==> src/rtl/clk_sel_pkg.sv <==
package clk_sel_pkg;
  typedef enum logic [1:0] {
    MD_X4   = 2'b00,
    MD_X2   = 2'b01,
    MD_DIV4 = 2'b10,
    MD_SLOW = 2'b11
  } clk_mode_e;

  typedef enum logic [1:0] {
    PH_RUN  = 2'b00,
    PH_STOP = 2'b01,
    PH_RING = 2'b10
  } pwr_ph_e;
endpackage

==> src/rtl/clk_mode_ctl.sv <==
module clk_mode_ctl
  import clk_sel_pkg::*;
(
  input  logic      clk,
  input  logic      rst,
  input  logic      wr_en,
  input  logic [1:0] wr_mode,
  input  logic      err_clr,
  input  logic      pll_lock,
  output clk_mode_e req_mode,
  output clk_mode_e eff_mode,
  output logic      err_flag
);
  clk_mode_e new_mode;
  logic      legal;

  assign new_mode = clk_mode_e'(wr_mode);
  assign legal = (new_mode == req_mode) || (new_mode == MD_DIV4) ||
                 (req_mode == MD_DIV4);

  // multiplier modes fall back to divide-by-4 until lock
  always_comb begin
    eff_mode = req_mode;
    if (!pll_lock && ((req_mode == MD_X4) || (req_mode == MD_X2)))
      eff_mode = MD_DIV4;
  end

  always_ff @(posedge clk) begin
    if (rst) begin
      req_mode <= MD_DIV4;
      err_flag <= 1'b0;
    end else begin
      if (wr_en && legal)
        req_mode <= new_mode;
      if (wr_en && !legal)
        err_flag <= 1'b1;
      else if (err_clr)
        err_flag <= 1'b0;
    end
  end
endmodule

==> src/rtl/clk_wake_ctl.sv <==
module clk_wake_ctl
  import clk_sel_pkg::*;
#(
  parameter int STAB_W = 16
) (
  input  logic              clk,
  input  logic              rst,
  input  logic              stop_req,
  input  logic              wake_req,
  input  logic              xtal_tick,
  input  logic [STAB_W-1:0] stable_cnt,
  input  logic              mc_bound,
  output pwr_ph_e           phase,
  output logic              xtal_ok
);
  logic [STAB_W-1:0] stab_q;

  assign xtal_ok = (stab_q >= stable_cnt);

  always_ff @(posedge clk) begin
    if (rst) begin
      phase  <= PH_RUN;
      stab_q <= '0;
    end else begin
      unique case (phase)
        PH_RUN: begin
          if (stop_req) phase <= PH_STOP;
        end
        PH_STOP: begin
          if (wake_req) begin
            phase  <= PH_RING;
            stab_q <= '0;
          end
        end
        PH_RING: begin
          if (xtal_tick && !xtal_ok)
            stab_q <= stab_q + 1'b1;
          if (mc_bound && xtal_ok)
            phase <= PH_RUN;
        end
        default: phase <= PH_RUN;
      endcase
    end
  end
endmodule

==> src/rtl/clk_cycle_gen.sv <==
module clk_cycle_gen
  import clk_sel_pkg::*;
#(
  parameter int STD_DIV    = 4,
  parameter int PMM_FACTOR = 256
) (
  input  logic      clk,
  input  logic      rst,
  input  pwr_ph_e   phase,
  input  clk_mode_e eff_mode,
  input  logic      xtal_ok,
  input  logic      xtal_tick,
  input  logic      pll2_tick,
  input  logic      pll4_tick,
  input  logic      ring_tick,
  output logic      mc_bound,
  output logic      mc_en,
  output clk_mode_e cur_mode
);
  localparam int PMM_DIV = STD_DIV * PMM_FACTOR;
  localparam int CW      = (PMM_DIV > 2) ? $clog2(PMM_DIV) : 1;
  localparam logic [CW-1:0] LIM_STD = CW'(STD_DIV - 1);
  localparam logic [CW-1:0] LIM_PMM = CW'(PMM_DIV - 1);

  logic [CW-1:0] cnt_q;
  logic [CW-1:0] limit;
  logic          src_tick;

  always_comb begin
    src_tick = 1'b0;
    case (phase)
      PH_RING: src_tick = ring_tick;
      PH_RUN: begin
        case (cur_mode)
          MD_X4:   src_tick = pll4_tick;
          MD_X2:   src_tick = pll2_tick;
          default: src_tick = xtal_tick;
        endcase
      end
      default: src_tick = 1'b0;
    endcase
  end

  assign limit    = ((phase == PH_RUN) && (cur_mode == MD_SLOW)) ? LIM_PMM : LIM_STD;
  assign mc_bound = src_tick && (cnt_q == limit) && (phase != PH_STOP);

  always_ff @(posedge clk) begin
    if (rst) begin
      cnt_q    <= '0;
      mc_en    <= 1'b0;
      cur_mode <= MD_DIV4;
    end else begin
      mc_en <= mc_bound;
      if (phase == PH_STOP) begin
        cnt_q <= '0;
      end else if (mc_bound) begin
        cnt_q    <= '0;
        cur_mode <= ((phase == PH_RUN) || xtal_ok) ? eff_mode : MD_DIV4;
      end else if (src_tick) begin
        cnt_q <= cnt_q + 1'b1;
      end
    end
  end
endmodule

==> src/rtl/clk_rate_sel.sv <==
module clk_rate_sel
  import clk_sel_pkg::*;
#(
  parameter int STD_DIV    = 4,
  parameter int PMM_FACTOR = 256,
  parameter int STAB_W     = 16
) (
  input  logic              clk,
  input  logic              rst,
  input  logic              wr_en,
  input  logic [1:0]        wr_mode,
  input  logic              err_clr,
  input  logic              pll_lock,
  input  logic              xtal_tick,
  input  logic              pll2_tick,
  input  logic              pll4_tick,
  input  logic              ring_tick,
  input  logic              stop_req,
  input  logic              wake_req,
  input  logic [STAB_W-1:0] stable_cnt,
  output logic              mc_en,
  output logic [1:0]        cur_mode,
  output logic              on_ring,
  output logic              err_flag
);
  clk_mode_e req_mode;
  clk_mode_e eff_mode;
  clk_mode_e cur_mode_e;
  pwr_ph_e   phase;
  logic      xtal_ok;
  logic      mc_bound;

  clk_mode_ctl u_mode (
    .clk      (clk),
    .rst      (rst),
    .wr_en    (wr_en),
    .wr_mode  (wr_mode),
    .err_clr  (err_clr),
    .pll_lock (pll_lock),
    .req_mode (req_mode),
    .eff_mode (eff_mode),
    .err_flag (err_flag)
  );

  clk_wake_ctl #(.STAB_W(STAB_W)) u_wake (
    .clk        (clk),
    .rst        (rst),
    .stop_req   (stop_req),
    .wake_req   (wake_req),
    .xtal_tick  (xtal_tick),
    .stable_cnt (stable_cnt),
    .mc_bound   (mc_bound),
    .phase      (phase),
    .xtal_ok    (xtal_ok)
  );

  clk_cycle_gen #(.STD_DIV(STD_DIV), .PMM_FACTOR(PMM_FACTOR)) u_cyc (
    .clk       (clk),
    .rst       (rst),
    .phase     (phase),
    .eff_mode  (eff_mode),
    .xtal_ok   (xtal_ok),
    .xtal_tick (xtal_tick),
    .pll2_tick (pll2_tick),
    .pll4_tick (pll4_tick),
    .ring_tick (ring_tick),
    .mc_bound  (mc_bound),
    .mc_en     (mc_en),
    .cur_mode  (cur_mode_e)
  );

  assign cur_mode = cur_mode_e;
  assign on_ring  = (phase == PH_RING);
endmodule

==> config.mk <==
export PLATFORM = sky130hd
export DESIGN_NAME = clk_rate_sel
export DESIGN_NICKNAME = d
export VERILOG_FILES = /design/src/rtl/clk_sel_pkg.sv /design/src/rtl/clk_mode_ctl.sv /design/src/rtl/clk_wake_ctl.sv /design/src/rtl/clk_cycle_gen.sv /design/src/rtl/clk_rate_sel.sv
export SDC_FILE = /design/constraint.sdc
export NUM_CORES = 1
export LEC_CHECK = 0
export BUFFER_PORTS_ARGS = -buffer_cell sky130_fd_sc_hd__buf_2
export CORE_MARGIN = 2
export CORE_UTILIZATION = 45
export CTS_CLUSTER_DIAMETER = 150
export DETAILED_ROUTE_END_ITERATION = 12
export PLACE_DENSITY = 0.66
export SETUP_SLACK_MARGIN = 0.2
export SLEW_MARGIN = 20
export SYNTH_ARGS = -nofsm -noshare
export SYNTH_HDL_FRONTEND = slang
export SYNTH_HIERARCHICAL = 1
export SYNTH_SLANG_ARGS = --single-unit
==> constraint.sdc <==
create_clock -name clk -period 3.05 [get_ports clk]
set_clock_uncertainty 0.05 [all_clocks]
set_input_delay 0.915 -clock clk [delete_from_list [all_inputs] [get_ports clk]]
set_output_delay 0.915 -clock clk [all_outputs]
set_load 0.03 [all_outputs]
==> reports/qor.csv, run 1 <==
stage,metric,value,unit
detailed_routing,via count,2073,
synth,Synth top area share,30.6,%
power_and_ir_drop,Tot Pwr,915,uW
synth,sequential element share of the synthesized area,30.6,%
detailed_routing,drt pass-1 iters,4,
grt,total track usage,19.4,%
setup_path,Slowest cell on crit path,and3_1,
synth,number of flops mapped to enable cells by yosys,0,
die,core area,4750,sq um
finish,Layout area overhead,14.6,%
synth,number of unique standard cell types used by synthesis,58,
die,chip width,74.4,um
die,I/O Pins,34,
die,row cnt,25,
cts,CTS Hold Bufs,0,
timing,fmax,377,MHz
detailed_routing,drt total wl,4890,um
cts,Skew-Pair Late Insertion Delay,0.28,ns
cts,CTS Buf Count,5,
detailed_routing,DRT iter0 DRCs,101,
synth,"top cells by area, synth","dfxtp_1 31%, ha_1 10%, nand3_1 4.9%",
timing,Max Slew Vio Count,0,
die,full die area,5530,sq um
synth,average size of a mapped cell,8.25,sq um
grt,pin count of the biggest net entering global routing,21,
die,Initial Utilization,46.8,%
synth,leading area contributor after synthesis,dfxtp_1,
placed_design,PortBufs,33,
setup_path,Buf/Inv on CP,2,
synth,mapped cell area,2230,sq um
power_and_ir_drop,PwrDens,359,nW/um^2
placed_design,gpl congestion,0.779,
timing,Slew HR,68.5,%
finish,Final nets,352,
timing,final hold vios,0,
setup_path,largest fanout on the critical path,10,
die,Die Y,74.4,um
setup_path,CP Capture Type,register,
finish,n_diodes,0,
detailed_routing,routed len/inst,13.1,um
timing,Fin Setup TNS,0,ns
detailed_routing,via-per-instance ratio,5.56,
grt,initial antenna violation count,0,
synth,most common cell in the synthesized netlist,dfxtp_1,
setup_path,crit-path leading delay family,simple AND/OR/NAND/NOR gates,
hold_path,HP Start,u_mode/err_flag,
setup_path,WP data arrival,2.81,ns
cts,clk root buf,clkbuf_8,
setup_path,Setup crit start,stable_cnt[6],
job,Max Cap Viol,0,
timing,RSZ-0062 raised after global routing,no,
synth,synth warn,6,
synth,ys async rst share,0,%
grt,gr ovfl total,0,
cts,Max Root-Sink Buffers,2,
status,status,"finished, final reports clean",
synth,Syn Inst Count,270,
detailed_routing,Routed Antenna Nets,0,
grt,vias in the first global route,1893,
finish,share of layout cells above drive strength 1,18.6,%
synth,Mapped Nets,317,
timing,Least-Margin Pin Slew,0.471,ns
cts,CTS tree,done,
cts,CTS H-tree depth,2,
setup_path,Critical Path RT,3.21,ns
timing,fin crit share,87.0,%
timing,Period minus WS final,2.65,ns
placed_design,DP HPWL,3660,um
setup_path,delay of the slowest critical-path stage,0.42,ns
synth,Post-synth top flop,dfxtp_1,
cts,number of gates resized after cts,0,
cts,clock slew seen by the registers of the worst setup and hold paths,0.07,ns
setup_path,Worst Setup Start Kind,input port,
timing,Setup-failing EPs final,0,
setup_path,crit-path cells,"buf_2, inv_1, ha_1, and3_1, a221oi_1, or3_1, and3_1, a41oi_1, a31oi_1",
detailed_routing,post-route DRC violation count,0,
grt,first-pass GRT wire length,8380,um
setup_path,cell mode on critical path,and3_1,
power_and_ir_drop,P_leak,0.00106,uW
cts,Post-CTS Setup Repair Bufs,0,
synth,"flops & latches, synth",34,
setup_path,kind of critical path,input port to register,
hold_path,Hold Path Class,register to register,
setup_path,worst r2r src,u_wake/stab_q[0],
cts,clock sinks,34,
synth,synth cell count leaders,"34 x dfxtp_1, 24 x inv_1, 24 x nand2_1",
power_and_ir_drop,peak supply drop,0.289,mV
## cell type report
class | count | area, sq um
timing repair buffer | 34 | 173
sequential | 34 | 681
multi-input combinational | 206 | 1430
clock buffer | 7 | 86.3
tap | 67 | 83.8
fill | 479 | 2200
clock inverter | 1 | 5.00
inverter | 24 | 90.1
## kinds of logic (layout without fill, tap and decap cells)
| group | count (synthesis) | after routing | synth area share, % |
|---|---|---|---|
| AND/OR/NAND/NOR | 106 | 106 | 27.5 |
| AO/OA/AOI/OAI | 77 | 77 | 24.3 |
| flip-flops | 34 | 34 | 30.6 |
| buffers and inverters | 30 | 66 | 5.34 |
| adder cells (fa/ha/maj) | 18 | 18 | 10.1 |
| multiplexers | 4 | 4 | 1.85 |
| XOR/XNOR | 1 | 1 | 0.393 |
## flip-flops by register name, indices dropped and copies added, names as in the netlist
register / count
u_wake/phase: 2
u_mode/req_mode: 2
u_cyc/mc_en: 1
u_mode/err_flag: 1
u_cyc/cnt_q: 10
u_cyc/cur_mode: 2
u_wake/stab_q: 16
## per-stage QoR
stage	utilization [%]	instance area, sq um	hold slack (ns)	worst slack, ns	instances
global placement	51.7	2460	0.411	0.111	365
global route	53.7	2550	0.443	0.251	373
floorplan	-	2230	0.393	0.494	270
detailed placement	51.7	2460	0.419	0.102	365
CTS	53.7	2550	0.430	0.396	373
finish	53.7	2550	0.427	0.398	373
## placed cells by master (no fill, tap or decap), types with 6 or more instances in the layout
| master | n |
|---|---|
| nor2_1 | 11 |
| nand2_1 | 24 |
| a21oi_1 | 16 |
| nor3_1 | 6 |
| buf_2 | 33 |
| o21ai_0 | 9 |
| nand3_1 | 22 |
| ha_1 | 18 |
| inv_1 | 24 |
| a31oi_1 | 9 |
| o31ai_1 | 8 |
| clkbuf_8 | 6 |
| dfxtp_1 | 34 |
## report_power, final
| group | switching (uW) | internal (uW) | total (uW) |
|---|---|---|---|
| Sequential | 13.2 | 451 | 464 |
| Clock | 161 | 182 | 344 |
| Combinational | 58.5 | 48.8 | 107 |
| Total | 233 | 682 | 915 |
## worst register-to-register path, delay by kind of cell (launching register included)
family / cells / cell delay, ns
buffers and inverters: 1 / 0.07
flip-flops: 1 / 0.44
AND/OR/NAND/NOR: 3 / 0.80
AO/OA/AOI/OAI: 3 / 0.70
adder cells (fa/ha/maj): 1 / 0.27
## routing by layer
| layer | part of all wire [%] | track usage, % | up-vias | routed length (um) |
|---|---|---|---|---|
| met5 | 0 | 0 | - | 0 |
| met2 | 47 | 31.7 | 52 | 2280 |
| li1 | - | - | 1083 | - |
| met1 | 48 | 25.9 | 936 | 2360 |
| met3 | 4.7 | 4.07 | 2 | 231 |
| met4 | 0.37 | 5.75 | 0 | 18 |
## final timing paths
| check | depth (start not counted) | slack [ns] | endpoint |
|---|---|---|---|
| hold / removal | 2 | 0.43 | u_mode/err_flag |
| hold reg to reg | 2 | 0.43 | u_mode/err_flag |
| setup reg to reg | 8 | 0.66 | u_wake/stab_q[14] |
| setup / recovery | 9 | 0.40 | u_wake/stab_q[14] |
(Power assumes the default switching activity.)
==> run 2: changes to the inputs <==
--- a/config.mk
+++ b/config.mk
@@ -7,4 +7,5 @@
 export LEC_CHECK = 0
 export BUFFER_PORTS_ARGS = -buffer_cell sky130_fd_sc_hd__buf_2
+export CAP_MARGIN = 20
 export CORE_MARGIN = 2
 export CORE_UTILIZATION = 45
==> constraint.sdc (replaced) <==
create_clock -name clk -period 3.05 [get_ports clk]
set_clock_uncertainty 0.05 [all_clocks]
set_input_delay 0.61 -clock clk [delete_from_list [all_inputs] [get_ports clk]]
set_output_delay 0.61 -clock clk [all_outputs]
set_load 0.03 [all_outputs]
==> reports/qor.csv, run 2 (synthesis gave the netlist of run 1 again) <==
stage,metric,value,unit,change
setup_path,Worst Setup Start Kind,register,,
setup_path,worst r2r src,u_wake/stab_q[0],,
setup_path,largest fanout on the critical path,10,,unchanged
cts,CTS H-tree depth,2,,unchanged
grt,routing usage on met3,5.01,%,+0.95 points
placed_design,gpl congestion,0.781,,+0.24%
finish,most frequent cells in the layout,"34 x dfxtp_1, 33 x buf_2, 24 x nand2_1, 24 x inv_1, 22 x nand3_1",,
timing,Least-Margin Pin Slew,0.447,ns,-0.0235 ns
setup_path,kind of critical path,register to register,,
timing,RSZ-0062 raised after global routing,no,,
power_and_ir_drop,PwrDens,349,nW/um^2,-2.6%
grt,vias in the first global route,1854,,-2.1%
timing,Setup-failing EPs final,0,,unchanged
detailed_routing,drt total wl,4900,um,+0.39%
job,Max Cap Viol,0,,unchanged
detailed_routing,via-per-instance ratio,5.62,,+1.0%
grt,"Most Used Layer, Global Route",met2,,
detailed_routing,post-route DRC violation count,0,,unchanged
grt,initial antenna violation count,0,,unchanged
die,row cnt,25,,unchanged
detailed_routing,drt pass-1 iters,5,,+1
finish,"most common cell after layout, fill and taps aside",dfxtp_1,,
finish,Layout area overhead,13.9,%,
cts,Max Root-Sink Buffers,2,,unchanged
finish,Largest Register,u_wake/stab_q,,
grt,pin count of the biggest net entering global routing,21,,unchanged
timing,Fin Setup TNS,0,ns,unchanged
placed_design,PortBufs,33,,unchanged
die,full die area,5530,sq um,unchanged
cts,Skew-Pair Late Insertion Delay,0.29,ns,about the same
detailed_routing,routed len/inst,13.2,um,+0.66%
cts,clock sinks,34,,unchanged
grt,met2 Usage GRT,31.7,%,unchanged
grt,first-pass GRT wire length,8290,um,-1.2%
die,I/O Pins,34,,unchanged
timing,fmax,420,MHz,+11%
timing,fin crit share,78.1,%,-8.9 points
timing,Period minus WS final,2.38,ns,-0.270 ns
die,core area,4750,sq um,unchanged
cts,Post-CTS Setup Repair Bufs,0,,unchanged
hold_path,Hold Path Class,register to register,,
setup_path,WP data arrival,2.48,ns,-0.33 ns
power_and_ir_drop,P_leak,0.00105,uW,-0.94%
finish,share of layout cells above drive strength 1,18.0,%,-0.59 points
detailed_routing,via count,2089,,+0.77%
setup_path,Reg2Reg Depth,8,,unchanged
cts,clk root buf,clkbuf_8,,
grt,met1 Use GR,25.6,%,-0.35 points
detailed_routing,Routed Antenna Nets,0,,unchanged
finish,Final nets,352,,unchanged
detailed_routing,DRT iter0 DRCs,98,,-3.0%
cts,clock slew seen by the registers of the worst setup and hold paths,0.06,ns,about the same
grt,gr ovfl total,0,,unchanged
setup_path,worst reg2reg setup slack,0.67,ns,about the same
power_and_ir_drop,peak supply drop,0.324,mV,+12%
hold_path,HP Start,u_mode/err_flag,,
setup_path,Worst Setup EP,u_wake/stab_q[5],,
die,chip width,74.4,um,unchanged
cts,CTS Hold Bufs,0,,unchanged
placed_design,DP HPWL,3680,um,+0.62%
placed_design,Setup WS pre-CTS,0.427,ns,+0.325 ns
finish,Largest regs,"u_wake/stab_q x16, u_cyc/cnt_q x10",,
die,Die Y,74.4,um,unchanged
timing,setup ws final,0.668,ns,+0.270 ns
timing,Slew HR,70.1,%,+1.6 points
setup_path,crit-path cells,"inv_1, ha_1, nand2b_4, a2111oi_2, nand4b_2, nand4b_2, nand2_1, a31oi_1",,
setup_path,cell mode on critical path,nand4b_2,,
timing,final hold vios,0,,unchanged
status,status,"finished, final reports clean",,
cts,number of gates resized after cts,0,,unchanged
setup_path,CP Capture Type,register,,
grt,total track usage,19.5,%,+0.10 points
setup_path,delay of the slowest critical-path stage,0.43,ns,about the same
timing,Max Slew Vio Count,0,,unchanged
setup_path,r2r endpoint,u_wake/stab_q[5],,
finish,n_diodes,0,,unchanged
finish,max reg flops,16,,unchanged
cts,CTS tree,done,,
setup_path,Critical Path RT,3.15,ns,-0.06 ns
setup_path,Slowest cell on crit path,dfxtp_1,,
die,Initial Utilization,46.8,%,unchanged
cts,CTS Buf Count,5,,unchanged
setup_path,Setup crit start,u_wake/stab_q[0],,
[run 2: layout make-up]
class | instances | area [sq um]
repair buffers | 34 | 173
flip-flops and latches | 34 | 681
clock buffers | 7 | 76.3
fillers | 484 | 2220
well taps | 67 | 83.8
inverters | 24 | 90.1
multi-input cells | 206 | 1430
[run 2: power by group]
part | internal (uW) | switching, uW | leakage [uW]
logic | 48.8 | 59.4 | 0.000733
registers | 452 | 13.3 | 0.000275
clock network | 157 | 156 | 0.0000383
[run 2: worst max-delay path, delay by kind of cell, from the launching register on]
family | cells | cell delay (ns)
compound gates | 2 | 0.53
fa+ha+maj | 1 | 0.27
buf+inv | 1 | 0.07
flops | 1 | 0.43
simple gates | 4 | 0.92
[run 2: worst min path at each step]
| stage | endpoint | depth (start not counted) |
|---|---|---|
| final | u_mode/err_flag | 2 |
| after detailed placement | u_wake/stab_q[15] | 1 |
| after floorplan | u_wake/stab_q[15] | 1 |
| after global routing | u_mode/err_flag | 2 |
| after global placement | u_mode/err_flag | 2 |
| after CTS | u_mode/err_flag | 2 |
[run 2: stage by stage]
step / hold WS, ns / area, sq um / utilization, % / instances / power, uW
finish: 0.427 / 2540 / 53.3 / 372 / 886
global placement: 0.411 / 2460 / 51.7 / 365 / 581
floorplan: 0.393 / 2230 / - / 270 / 543
CTS: 0.429 / 2540 / 53.3 / 372 / 903
detailed placement: 0.419 / 2460 / 51.7 / 365 / 583
global route: 0.444 / 2540 / 53.3 / 372 / 930
[run 2: layer usage]
| metal | vias up | routed length [um] |
|---|---|---|
| met3 | 4 | 172 |
| met2 | 34 | 2280 |
| met5 | - | 0 |
| met1 | 971 | 2410 |
| li1 | 1080 | - |
| met4 | 0 | 44 |
